<file path="config.mk">
export PLATFORM = sky130hd
export DESIGN_NAME = uart_splitdiv
export DESIGN_NICKNAME = d
export VERILOG_FILES = /design/src/rtl/uart_sd_pkg.sv /design/src/rtl/uart_tick.sv /design/src/rtl/uart_fifo.sv /design/src/rtl/uart_tx.sv /design/src/rtl/uart_rx.sv /design/src/rtl/uart_splitdiv.sv
export SDC_FILE = /design/constraint.sdc
export NUM_CORES = 1
export LEC_CHECK = 0
export ABC_AREA = 1
export CORE_MARGIN = 5
export CORE_UTILIZATION = 50
export CTS_CLUSTER_DIAMETER = 80
export DETAILED_ROUTE_END_ITERATION = 10
export PLACE_DENSITY = 0.78
export SETUP_SLACK_MARGIN = 0.2
export SYNTH_ARGS = -nofsm -noshare
export SYNTH_HDL_FRONTEND = slang
export SYNTH_SLANG_ARGS = --single-unit
</file>
<file path="constraint.sdc">
create_clock -name clk -period 7.6 [get_ports clk]
set_input_delay 2.28 -clock clk [delete_from_list [all_inputs] [get_ports clk]]
set_output_delay 2.28 -clock clk [all_outputs]
set_load 0.02 [all_outputs]
</file>
<file path="src/rtl/uart_sd_pkg.sv">
`timescale 1ns/1ps
// Shared types and register decode for the split-divisor serial port.
// Assumes a word-aligned register window addressed by byte address bits 4:2.
package uart_sd_pkg;
    localparam int CHAR_W = 8;
    localparam int DIVL_W = 8;
    localparam int DIVM_W = 4;
    localparam int DIV_W  = DIVL_W + DIVM_W;

    // word index of each register (byte offset / 4)
    localparam logic [2:0] RG_DATA = 3'd0;
    localparam logic [2:0] RG_RXST = 3'd1;
    localparam logic [2:0] RG_LINE = 3'd2;
    localparam logic [2:0] RG_DIVM = 3'd3;
    localparam logic [2:0] RG_DIVL = 3'd4;
    localparam logic [2:0] RG_CTRL = 3'd5;
    localparam logic [2:0] RG_FLAG = 3'd6;

    // line settings, packed so bit positions match the register layout
    typedef struct packed {
        logic [1:0] wlen;      // 6:5
        logic       q_en;      // 4
        logic       two_stop;  // 3
        logic       par_even;  // 2
        logic       par_on;    // 1
        logic       brk;       // 0
    } line_cfg_t;

    // one receive queue entry
    typedef struct packed {
        logic              par_err;
        logic              frm_err;
        logic [CHAR_W-1:0] data;
    } rx_word_t;

    typedef enum logic [2:0] {
        SH_IDLE, SH_START, SH_DATA, SH_PAR, SH_STOP
    } shift_st_e;

    // number of data bits for a word-length code
    function automatic logic [3:0] word_bits(input logic [1:0] code);
        return 4'd5 + {2'b00, code};
    endfunction
endpackage

</file>
<file path="src/rtl/uart_tick.sv">
`timescale 1ns/1ps
// 16x bit-clock enable generator: pulses once every (div+1) cycles while run
// is high and restarts from zero whenever run drops, so a frame always begins
// on a whole tick boundary.
module uart_tick #(
    parameter int DIV_W = 12
) (
    input  logic             clk,
    input  logic             rst_n,
    input  logic             run,
    input  logic [DIV_W-1:0] div,
    output logic             tick
);
    logic [DIV_W-1:0] cnt;

    assign tick = run && (cnt == div);

    // count clocks up to the divisor, restarting on each tick
    always_ff @(posedge clk) begin
        if (!rst_n || !run) cnt <= '0;
        else if (tick)      cnt <= '0;
        else                cnt <= cnt + 1'b1;
    end
endmodule

</file>
<file path="src/rtl/uart_fifo.sv">
`timescale 1ns/1ps
// Circular queue with a run-time depth limit: one_deep caps it at one entry.
// Pushes when full and pops when empty are dropped. The head is combinational.
module uart_fifo #(
    parameter int W     = 8,
    parameter int DEPTH = 16
) (
    input  logic         clk,
    input  logic         rst_n,
    input  logic         one_deep,
    input  logic         push,
    input  logic [W-1:0] wdata,
    input  logic         pop,
    output logic [W-1:0] head,
    output logic         empty,
    output logic         full
);
    localparam int AW = (DEPTH > 1) ? $clog2(DEPTH) : 1;
    localparam int CW = $clog2(DEPTH + 1);
    localparam logic [AW-1:0] LAST = AW'(DEPTH - 1);
    localparam logic [CW-1:0] CAP  = CW'(DEPTH);

    logic [W-1:0]  mem [DEPTH];
    logic [AW-1:0] wp, rp;
    logic [CW-1:0] cnt;
    logic          do_push, do_pop;

    assign empty   = (cnt == '0);
    assign full    = one_deep ? !empty : (cnt == CAP);
    assign do_push = push && !full;
    assign do_pop  = pop && !empty;
    assign head    = mem[rp];

    // storage write
    always_ff @(posedge clk) begin
        if (do_push) mem[wp] <= wdata;
    end

    // pointers and fill count
    always_ff @(posedge clk) begin
        if (!rst_n) begin
            wp  <= '0;
            rp  <= '0;
            cnt <= '0;
        end else begin
            if (do_push) wp <= (wp == LAST) ? '0 : wp + 1'b1;
            if (do_pop)  rp <= (rp == LAST) ? '0 : rp + 1'b1;
            if (do_push && !do_pop)      cnt <= cnt + 1'b1;
            else if (do_pop && !do_push) cnt <= cnt - 1'b1;
        end
    end


    full_drop_chk: assert property (@(posedge clk) disable iff (!rst_n)
        (full && push && !pop) |=> (cnt == $past(cnt)));
endmodule

</file>
<file path="src/rtl/uart_tx.sv">
`timescale 1ns/1ps
// Transmit shifter: takes a character from the queue when idle and enabled,
// then sends start, LSB-first data, optional parity and one or two stop bits,
// each 16 ticks long. Line settings are assumed stable while a frame is sent.
module uart_tx
    import uart_sd_pkg::*;
#(
    parameter int DIV_W = 12
) (
    input  logic              clk,
    input  logic              rst_n,
    input  logic              en,
    input  line_cfg_t         cfg,
    input  logic [DIV_W-1:0]  div,
    input  logic              q_empty,
    input  logic [CHAR_W-1:0] q_data,
    output logic              pop,
    output logic              txd_q,
    output logic              busy
);
    shift_st_e         st;
    logic [3:0]        tcnt;
    logic [3:0]        bidx;
    logic [CHAR_W-1:0] sh;
    logic              par_acc;
    logic              tick;
    logic [3:0]        nbits;

    assign nbits = word_bits(cfg.wlen);
    assign busy  = (st != SH_IDLE);
    assign pop   = en && (st == SH_IDLE) && !q_empty;

    uart_tick #(.DIV_W(DIV_W)) u_tick (
        .clk(clk), .rst_n(rst_n), .run(busy), .div(div), .tick(tick)
    );

    // frame sequencer: advances one bit every 16 ticks
    always_ff @(posedge clk) begin
        if (!rst_n) begin
            st      <= SH_IDLE;
            txd_q   <= 1'b1;
            tcnt    <= '0;
            bidx    <= '0;
            sh      <= '0;
            par_acc <= 1'b0;
        end else if (pop) begin
            st      <= SH_START;
            txd_q   <= 1'b0;
            sh      <= q_data;
            tcnt    <= '0;
            bidx    <= '0;
            par_acc <= 1'b0;
        end else if (tick) begin
            tcnt <= tcnt + 1'b1;
            if (tcnt == 4'd15) begin
                unique case (st)
                    SH_START: begin
                        st      <= SH_DATA;
                        txd_q   <= sh[0];
                        par_acc <= sh[0];
                        sh      <= sh >> 1;
                        bidx    <= 4'd1;
                    end
                    SH_DATA: begin
                        if (bidx == nbits) begin
                            bidx <= '0;
                            if (cfg.par_on) begin
                                st    <= SH_PAR;
                                txd_q <= cfg.par_even ? par_acc : ~par_acc;
                            end else begin
                                st    <= SH_STOP;
                                txd_q <= 1'b1;
                            end
                        end else begin
                            txd_q   <= sh[0];
                            par_acc <= par_acc ^ sh[0];
                            sh      <= sh >> 1;
                            bidx    <= bidx + 1'b1;
                        end
                    end
                    SH_PAR: begin
                        st    <= SH_STOP;
                        txd_q <= 1'b1;
                    end
                    SH_STOP: begin
                        if (cfg.two_stop && bidx == '0) bidx <= 4'd1;
                        else                            st   <= SH_IDLE;
                    end
                    default: st <= SH_IDLE;
                endcase
            end
        end
    end


    start_low_chk: assert property (@(posedge clk) disable iff (!rst_n)
        (st == SH_START) |-> !txd_q);


    idle_when_off_chk: assert property (@(posedge clk) disable iff (!rst_n)
        (!en && st == SH_IDLE) |=> (st == SH_IDLE));
endmodule

</file>
<file path="src/rtl/uart_rx.sv">
`timescale 1ns/1ps
// Receive shifter: synchronises rxd, detects a falling edge, confirms the
// start bit at tick 8, then samples every 16 ticks. It reports a completed
// character as a one-cycle push with its parity and framing flags.
module uart_rx
    import uart_sd_pkg::*;
#(
    parameter int DIV_W = 12
) (
    input  logic             clk,
    input  logic             rst_n,
    input  logic             en,
    input  line_cfg_t        cfg,
    input  logic [DIV_W-1:0] div,
    input  logic             rxd,
    output logic             push,
    output rx_word_t         word
);
    shift_st_e         st;
    logic              rxd_m, rxd_s;
    logic [3:0]        tcnt;
    logic [3:0]        bidx;
    logic [CHAR_W-1:0] sh;
    logic              par_acc, par_bad;
    logic              tick;
    logic [3:0]        nbits;

    assign nbits = word_bits(cfg.wlen);

    uart_tick #(.DIV_W(DIV_W)) u_tick (
        .clk(clk), .rst_n(rst_n), .run(st != SH_IDLE), .div(div), .tick(tick)
    );

    // two-stage synchroniser for the asynchronous line
    always_ff @(posedge clk) begin
        if (!rst_n) begin
            rxd_m <= 1'b1;
            rxd_s <= 1'b1;
        end else begin
            rxd_m <= rxd;
            rxd_s <= rxd_m;
        end
    end

    // frame sequencer: mid-bit sampling and character completion
    always_ff @(posedge clk) begin
        if (!rst_n) begin
            st      <= SH_IDLE;
            tcnt    <= '0;
            bidx    <= '0;
            sh      <= '0;
            par_acc <= 1'b0;
            par_bad <= 1'b0;
            push    <= 1'b0;
            word    <= '0;
        end else begin
            push <= 1'b0;
            if (!en) begin
                st <= SH_IDLE;
            end else if (st == SH_IDLE) begin
                if (!rxd_s) begin
                    st   <= SH_START;
                    tcnt <= '0;
                end
            end else if (tick) begin
                tcnt <= tcnt + 1'b1;
                unique case (st)
                    SH_START: if (tcnt == 4'd7) begin
                        tcnt    <= '0;
                        bidx    <= '0;
                        par_acc <= 1'b0;
                        par_bad <= 1'b0;
                        st      <= rxd_s ? SH_IDLE : SH_DATA;
                    end
                    SH_DATA: if (tcnt == 4'd15) begin
                        sh      <= {rxd_s, sh[CHAR_W-1:1]};
                        par_acc <= par_acc ^ rxd_s;
                        bidx    <= bidx + 1'b1;
                        if (bidx + 4'd1 == nbits)
                            st <= cfg.par_on ? SH_PAR : SH_STOP;
                    end
                    SH_PAR: if (tcnt == 4'd15) begin
                        par_bad <= (rxd_s != (cfg.par_even ? par_acc : ~par_acc));
                        st      <= SH_STOP;
                    end
                    SH_STOP: if (tcnt == 4'd15) begin
                        push         <= 1'b1;
                        word.data    <= sh >> (4'd8 - nbits);
                        word.frm_err <= !rxd_s;
                        word.par_err <= par_bad;
                        st           <= SH_IDLE;
                    end
                    default: st <= SH_IDLE;
                endcase
            end
        end
    end


    false_start_chk: assert property (@(posedge clk) disable iff (!rst_n)
        (en && st == SH_START && tick && tcnt == 4'd7 && rxd_s) |=> (st == SH_IDLE));
endmodule

</file>
<file path="src/rtl/uart_splitdiv.sv">
`timescale 1ns/1ps
// Top of the serial port: register decode, the two queues and the two
// shifters. Bus strobes are single-cycle. Read data is combinational, and a
// data-register read pops the receive queue at the clock edge that ends it.
module uart_splitdiv
    import uart_sd_pkg::*;
#(
    parameter int Q_DEPTH = 16
) (
    input  logic        clk,
    input  logic        rst_n,
    input  logic [4:0]  bus_addr,
    input  logic        bus_wr,
    input  logic        bus_rd,
    input  logic [31:0] bus_wdata,
    output logic [31:0] bus_rdata,
    input  logic        rxd,
    output logic        txd,
    output logic        irq_rx,
    output logic        irq_tx
);
    localparam int RXW_W = $bits(rx_word_t);

    line_cfg_t         line;
    logic [DIVL_W-1:0] div_lo;
    logic [DIVM_W-1:0] div_hi;
    logic              port_en;
    logic [2:0]        rxstat;
    logic              ovr_pend;
    logic [DIV_W-1:0]  divisor;
    logic [2:0]        widx;

    logic              tx_pop, tx_empty, tx_full, tx_busy, tx_line;
    logic [CHAR_W-1:0] tx_head;
    logic              rx_push, rx_empty, rx_full, rx_pop;
    rx_word_t          rx_word, rx_head;
    logic              unused_bits;

    assign widx        = bus_addr[4:2];
    assign divisor     = {div_hi, div_lo};
    assign rx_pop      = bus_rd && (widx == RG_DATA) && !rx_empty;
    assign unused_bits = ^{bus_wdata[31:8], bus_addr[1:0]};

    // register writes
    always_ff @(posedge clk) begin
        if (!rst_n) begin
            line    <= '0;
            div_lo  <= '0;
            div_hi  <= '0;
            port_en <= 1'b0;
        end else if (bus_wr) begin
            unique case (widx)
                RG_LINE: line    <= line_cfg_t'(bus_wdata[6:0]);
                RG_DIVM: div_hi  <= bus_wdata[DIVM_W-1:0];
                RG_DIVL: div_lo  <= bus_wdata[DIVL_W-1:0];
                RG_CTRL: port_en <= bus_wdata[0];
                default: ;
            endcase
        end
    end

    // receive status latch and pending overrun
    always_ff @(posedge clk) begin
        if (!rst_n) begin
            rxstat   <= '0;
            ovr_pend <= 1'b0;
        end else begin
            if (rx_pop) rxstat <= {ovr_pend, rx_head.par_err, rx_head.frm_err};
            if (rx_push && rx_full) ovr_pend <= 1'b1;
            else if (rx_pop)        ovr_pend <= 1'b0;
        end
    end

    // register read mux
    always_comb begin
        bus_rdata = '0;
        unique case (widx)
            RG_DATA: bus_rdata[CHAR_W-1:0] = rx_empty ? '0 : rx_head.data;
            RG_RXST: bus_rdata[2:0]        = rxstat;
            RG_LINE: bus_rdata[6:0]        = line;
            RG_DIVM: bus_rdata[DIVM_W-1:0] = div_hi;
            RG_DIVL: bus_rdata[DIVL_W-1:0] = div_lo;
            RG_CTRL: bus_rdata[0]          = port_en;
            RG_FLAG: bus_rdata[5:3]        = {tx_full, rx_empty, tx_busy};
            default: bus_rdata             = '0;
        endcase
    end

    uart_fifo #(.W(CHAR_W), .DEPTH(Q_DEPTH)) u_txq (
        .clk(clk), .rst_n(rst_n), .one_deep(!line.q_en),
        .push(bus_wr && widx == RG_DATA), .wdata(bus_wdata[CHAR_W-1:0]),
        .pop(tx_pop), .head(tx_head), .empty(tx_empty), .full(tx_full)
    );

    uart_fifo #(.W(RXW_W), .DEPTH(Q_DEPTH)) u_rxq (
        .clk(clk), .rst_n(rst_n), .one_deep(!line.q_en),
        .push(rx_push), .wdata(rx_word),
        .pop(rx_pop), .head(rx_head), .empty(rx_empty), .full(rx_full)
    );

    uart_tx #(.DIV_W(DIV_W)) u_tx (
        .clk(clk), .rst_n(rst_n), .en(port_en), .cfg(line), .div(divisor),
        .q_empty(tx_empty), .q_data(tx_head), .pop(tx_pop),
        .txd_q(tx_line), .busy(tx_busy)
    );

    uart_rx #(.DIV_W(DIV_W)) u_rx (
        .clk(clk), .rst_n(rst_n), .en(port_en), .cfg(line), .div(divisor),
        .rxd(rxd), .push(rx_push), .word(rx_word)
    );

    assign txd    = tx_line && !line.brk;
    assign irq_rx = !rx_empty;
    assign irq_tx = port_en && !tx_full;


    overrun_mark_chk: assert property (@(posedge clk) disable iff (!rst_n)
        (rx_push && rx_full) |=> ovr_pend);


    status_follows_read_chk: assert property (@(posedge clk) disable iff (!rst_n)
        rx_pop |=> (rxstat[1:0] == $past({rx_head.par_err, rx_head.frm_err})));


    send_only_enabled_chk: assert property (@(posedge clk) disable iff (!rst_n)
        tx_pop |-> port_en);
endmodule

</file>
==> flow_summary.toml, run 1 <==
[timing]
slew-limit-headroom = 0.181
max_clock_freq_ghz = 0.142
skew_ns = 0.0431
hold_viol = 0
tightest_slew_ns = 1.22
rsz0062_at_grt = "no"
tns_ns = 0
whs_ns = 0.435
setup_violations = 0
slew_violations = 0
min_period_ns = 7.05
finalCritPeriodShare = 0.928

[synthesis]
ys_ff_latch = 425
synth.avg_cell_area_um2 = 9.47
synth_top_area_cell = "edfxtp_1"
ys_seq_area_frac = 0.603
synth_edf_count = 288
synth.most_common_cell = "nor2_1"
syn_inst = 1994
synth.top_cell.area_share = 0.458
ys.flop_type = "edfxtp_1"
yosysWarningCount = 0
synthesis.area_um2 = 18900
synth.area.top_cells = "edfxtp_1 46%, dfxtp_1 15%, nor2_1 7.3%"
synth_cell_types = 48
netlist_top_cells_count = "366 x nor2_1, 293 x nand2_1, 288 x edfxtp_1"
synthArstFlopShare = 0

[drt]
via_count = 14100
final_antenna_net_count = 0
post_drt_via_cell_ratio = 5.54
drc = 0
dr.first_iter.drc_count = 1223
routed_wirelength_um = 44900
wl_per_cell_um = 17.7
drt_pass1_iterations = 7

[global_route]
grt_max_degree = 76
grtUsageTotal = 0.211
grt_pass1_vias = 13600
antenna_found_initial = 0
grt_pass1_wl_um = 70800
gr-total-overflow = 0

[pwr]
power.total_mw = 4.71
comb_power_share = 0.034
vdd_drop_max_mv = 0.212
power.leakage_nw = 7.99
clkPwrFrac = 0.442
p_sw_frac = 0.215
p_sw_mw = 1.01
p_int_mw = 3.70
p_seq_frac = 0.525
p_per_area_nw_per_um2 = 226

[setup_path]
reg2reg_to = "u_txq.cnt[4]$_SDFFE_PN0P_"
reg2reg_depth = 17
start_kind = "input pin"
critical_path.endpoint_type = "output pin"
r2r-start = "u_txq.cnt[0]$_SDFFE_PN0P_"
r2r_setup_slack_ns = 4.39
cp_max_fo = 5
worst_ep_arrival_time_ns = 4.77
critical_path_class = "input pin to output pin"
required_ns = 5.32

[layout]
layout-drive-gt1-share = 0.0508
area_growth_pct = 10.3
fill_cells = 3151
antenna_cells = 0
seq_area_um2 = 11400
multiInputGateArea_um2 = 6450
fin_nets = 2066

[cts]
cts.sinks = 425
ctsHoldBuffers = 0
clk_path_buf_depth = 3
clk_latency_ns = 0.57
cts_setup_buffers = 0
clk_pin_slew_worst_paths_ns = 0.06
numCtsBuffers = 42
htree_levels = 2
root_buffer = "clkbuf_16"
post_cts_resized = 0
cts_tree = "yes"

[hold_path]
hold_start = "u_rx.rxd_m$_SDFF_PN1_"
holdPathStages = 1
whs_endpoint = "u_rx.rxd_s$_SDFF_PN1_"
holdCritPathClass = "flip-flop to flip-flop"

[die]
die_w_um = 204
num_rows = 71
die-area_um2 = 41800
ios = 77
start_util = 0.504
core_area_um2 = 37500
fp.dieH_um = 204

[run]
maxCapViolCount = 0

[placement]
dpl.hpwl_um = 28700
portBuffers = 26
gp_congestion = 0.899

[run_status]
outcome = "completed"
[flip-flops by register name, indices dropped and copies added (netlist names), 8 cells and up, named ones only]
signal           count
u_tx.sh              8
u_rxq.mem          160
u_tx.u_tick.cnt     12
div_lo               8
u_rx.u_tick.cnt     12
u_rx.word           10
u_txq.mem          128
u_rx.sh              8
[cell families (layout without fill, tap and decap cells)]
kind of cell / Yosys count / in the layout / synth area share
buf+inv: 269 / 281 / 0.0600
other cells: 1 / 24 / 0.000199
compound gates: 394 / 394 / 0.115
simple gates: 841 / 841 / 0.185
fa+ha+maj: 29 / 29 / 0.0200
xor+xnor: 35 / 35 / 0.0162
flops: 425 / 425 / 0.603
[worst max-delay path by stage]
stage,from,endpoint,slack [ns],cells past startpoint
floorplan,bus_addr[3],bus_rdata[3],2.08,7
global placement,bus_addr[2],bus_rdata[3],0.65,9
detailed placement,bus_addr[2],bus_rdata[3],0.59,9
CTS,bus_addr[2],bus_rdata[3],0.59,9
global route,bus_addr[2],bus_rdata[3],0.44,9
finish,bus_addr[2],bus_rdata[3],0.55,9
[layout by cell type (no fill, tap or decap), types with 3 or more instances in the layout]
cell,n
a211oi_1,5
a31oi_1,3
o211ai_1,24
o21ai_1,6
nor2_2,4
nor2_1,366
nand4_1,20
clkbuf_8,5
xnor2_1,17
nor3_1,22
inv_1,155
clkbuf_16,42
conb_1,24
xor2_1,18
dfxtp_1,135
nand2_2,5
clkdlybuf4s50_1,25
o21ai_0,240
inv_2,8
nor3b_1,4
buf_4,10
nand2_1,293
a221oi_1,4
edfxtp_1,288
a21oi_1,67
ha_1,27
o221ai_1,16
nand3_1,109
clkbuf_1,12
o22ai_1,19
bufinv_16,3
clkinv_1,9
or2_2,6
clkinv_2,7
a21boi_0,6
[metrics by stage]
step,util,cells,worst slack (ns),area [um^2]
after floorplan,-,2017,2.08,19000
after global placement,0.519,2462,0.654,19400
after detailed placement,0.519,2462,0.593,19400
after CTS,0.556,2540,0.589,20800
after global routing,0.556,2540,0.441,20800
final,0.556,2540,0.549,20800
[power by group through the flow]
stage	sequential [mW]	combinational (mW)	clock (mW)
after global placement	2.52	0.152	0
after CTS	2.47	0.158	2.10
after floorplan	2.51	0.111	0
after global routing	2.47	0.176	2.21
after detailed placement	2.52	0.156	0
final	2.47	0.160	2.08
[final cells by class]
class | count | share of cell area
repair buffers | 36 | 0.0159
inverters | 167 | 0.0301
clock buffers | 59 | 0.0559
well taps | 511 | 0.0307
multi-input cells | 1323 | 0.310
flip-flops and latches | 425 | 0.547
clock inverters | 19 | 0.0108
[metal layers]
metal,share of wire,track usage,wire (um)
met1,0.41,0.280,18300
met4,0.038,0.0823,1690
met3,0.085,0.0443,3800
met5,0,0,0
met2,0.47,0.340,21100
[critical path: stages]
cell             delay [ns]
clkdlybuf4s50_1        0.58
inv_1                  0.10
nand2_1                0.14
inv_1                  0.12
nand2_1                0.08
o21ai_0                0.08
a221oi_1               0.39
o21ai_0                0.36
clkdlybuf4s50_1        0.64
Power figures use the tool's default switching activity.
==> run 2: changes to the inputs <==
--- a/config.mk
+++ b/config.mk
@@ -12,6 +12,7 @@
 export DETAILED_ROUTE_END_ITERATION = 10
 export PLACE_DENSITY = 0.78
 export SETUP_SLACK_MARGIN = 0.2
+export SLEW_MARGIN = 20
 export SYNTH_ARGS = -nofsm -noshare
 export SYNTH_HDL_FRONTEND = slang
 export SYNTH_SLANG_ARGS = --single-unit
==> flow_summary.toml, run 2 (synthesis gave the netlist of run 1 again) <==
[run_status]
outcome = "completed"

[pwr]
power.leakage_nw = 7.99
clkPwrFrac = 0.441
p_seq_frac = 0.525
p_int_mw = 3.70
comb_power_share = 0.034
p_sw_mw = 1.01
p_sw_frac = 0.214
vdd_drop_max_mv = 0.212
p_per_area_nw_per_um2 = 226

[cts]
cts.sinks = 425
clk_latency_ns = 0.57
cts_tree = "yes"
ctsHoldBuffers = 0
clk_path_buf_depth = 3
root_buffer = "clkbuf_16"
cts_setup_buffers = 0
htree_levels = 2
clk_pin_slew_worst_paths_ns = 0.06
numCtsBuffers = 42
post_cts_resized = 0

[drt]
wl_per_cell_um = 17.7
via_count = 14200
final_antenna_net_count = 0
drt_pass1_iterations = 7
post_drt_via_cell_ratio = 5.57
dr.first_iter.drc_count = 1282
drc = 0
routed_wirelength_um = 44900

[hold_path]
whs_endpoint = "u_rx.rxd_s$_SDFF_PN1_"
holdPathStages = 1
holdCritPathClass = "flip-flop to flip-flop"
hold_start = "u_rx.rxd_m$_SDFF_PN1_"

[setup_path]
required_ns = 5.32
cp_max_fo = 5
critPathMaxStageDelay_ns = 0.64
reg2reg_to = "u_txq.cnt[4]$_SDFFE_PN0P_"
r2r-start = "u_txq.cnt[0]$_SDFFE_PN0P_"
r2r_setup_slack_ns = 4.39
critical_path_class = "input pin to output pin"
worst_ep_arrival_time_ns = 4.79
crit_path_top_delay_cell = "clkdlybuf4s50_1"
crit_chain = "clkdlybuf4s50_1 > nor2_1 > nand2_1 > inv_1 > nand2_1 > o21ai_0 > a221oi_1 > o21ai_0 > clkdlybuf4s50_1"
critical_path.endpoint_type = "output pin"
start_kind = "input pin"
reg2reg_depth = 17

[layout]
layoutNonFillerInstCount = 2540
layout-drive-gt1-share = 0.0542
design_area_um2 = 20800
largestRegisters = "u_rxq.mem x160, u_txq.mem x128"
mostFrequentLayoutCells = "359 x nor2_1, 293 x nand2_1, 288 x edfxtp_1"
largest_register_ff_count = 160
antenna_cells = 0
post-route-util = 0.556
area_growth_pct = 10.4
fin_nets = 2066
mostFrequentLayoutCell = "nor2_1"
top_register = "u_rxq.mem"
fill_cells = 3150

[die]
core_area_um2 = 37500
die-area_um2 = 41800
die_w_um = 204
ios = 77
num_rows = 71
fp.dieH_um = 204
start_util = 0.504

[global_route]
grtUsageTotal = 0.211
grtUsageMet3 = 0.0443
grt_pass1_vias = 13600
grt_max_degree = 76
antenna_found_initial = 0
gr-total-overflow = 0
grt_pass1_wl_um = 70800
grt-busiest-layer = "met2"
use_met1 = 0.280
grt.met2_usage = 0.340

[timing]
setup_violations = 0
tightest_slew_ns = 1.11
rsz0062_at_grt = "no"
min_period_ns = 7.07
skew_ns = 0.0422
layout_setup_ws_ns = 0.528
tns_ns = 0
hold_viol = 0
slew_violations = 0
max_clock_freq_ghz = 0.141
finalCritPeriodShare = 0.931
slew-limit-headroom = 0.254

[run]
maxCapViolCount = 0

[placement]
gp_congestion = 0.899
dpl.hpwl_um = 28700
preCtsSetupSlack_ns = 0.593
placed_cells = 2462
place_area_um2 = 19400
portBuffers = 26
## run 2: area by class of cell
class,instances,area (um^2),area share
clock inverter,19,225,0.0108
clock buffer,59,1160,0.0559
timing repair buffer,36,330,0.0158
multi-input combinational,1323,6470,0.310
sequential,425,11400,0.546
inverter,167,627,0.0301
tap,511,639,0.0307
## run 2: metrics by stage
step,power (mW),hold slack (ns)
3_5_place_dp,2.68,0.416
2_1_floorplan,2.63,0.393
3_3_place_gp,2.67,0.419
6_report,4.70,0.435
4_1_cts,4.73,0.431
5_1_grt,4.85,0.470
## run 2: worst max path at each step
stage           startpoint            to  slack [ns]  cells past startpoint
3_5_place_dp   bus_addr[2]  bus_rdata[3]        0.59                      9
3_3_place_gp   bus_addr[2]  bus_rdata[3]        0.65                      9
2_1_floorplan  bus_addr[3]  bus_rdata[3]        2.08                      7
5_1_grt        bus_addr[2]  bus_rdata[3]        0.44                      9
6_report       bus_addr[4]  bus_rdata[3]        0.53                      9
4_1_cts        bus_addr[2]  bus_rdata[3]        0.59                      9
## run 2: routing by layer
layer  part of all wire  wire length [um]
met4              0.038              1700
met5                  0                 0
met3              0.084              3770
met1               0.41             18300
met2               0.47             21100
## run 2: power by group through the flow
stage / combinational [mW] / sequential, mW / clock (mW)
after global placement: 0.152 / 2.52 / 0
after global routing: 0.176 / 2.47 / 2.21
final: 0.160 / 2.47 / 2.07
after floorplan: 0.111 / 2.51 / 0
after CTS: 0.158 / 2.47 / 2.10
after detailed placement: 0.156 / 2.52 / 0
## run 2: worst max-delay path, delay by kind of cell
kind	cells	cell delay, ns
AND/OR/NAND/NOR	3	0.32
buffers and inverters	3	1.35
AO/OA/AOI/OAI	3	0.85
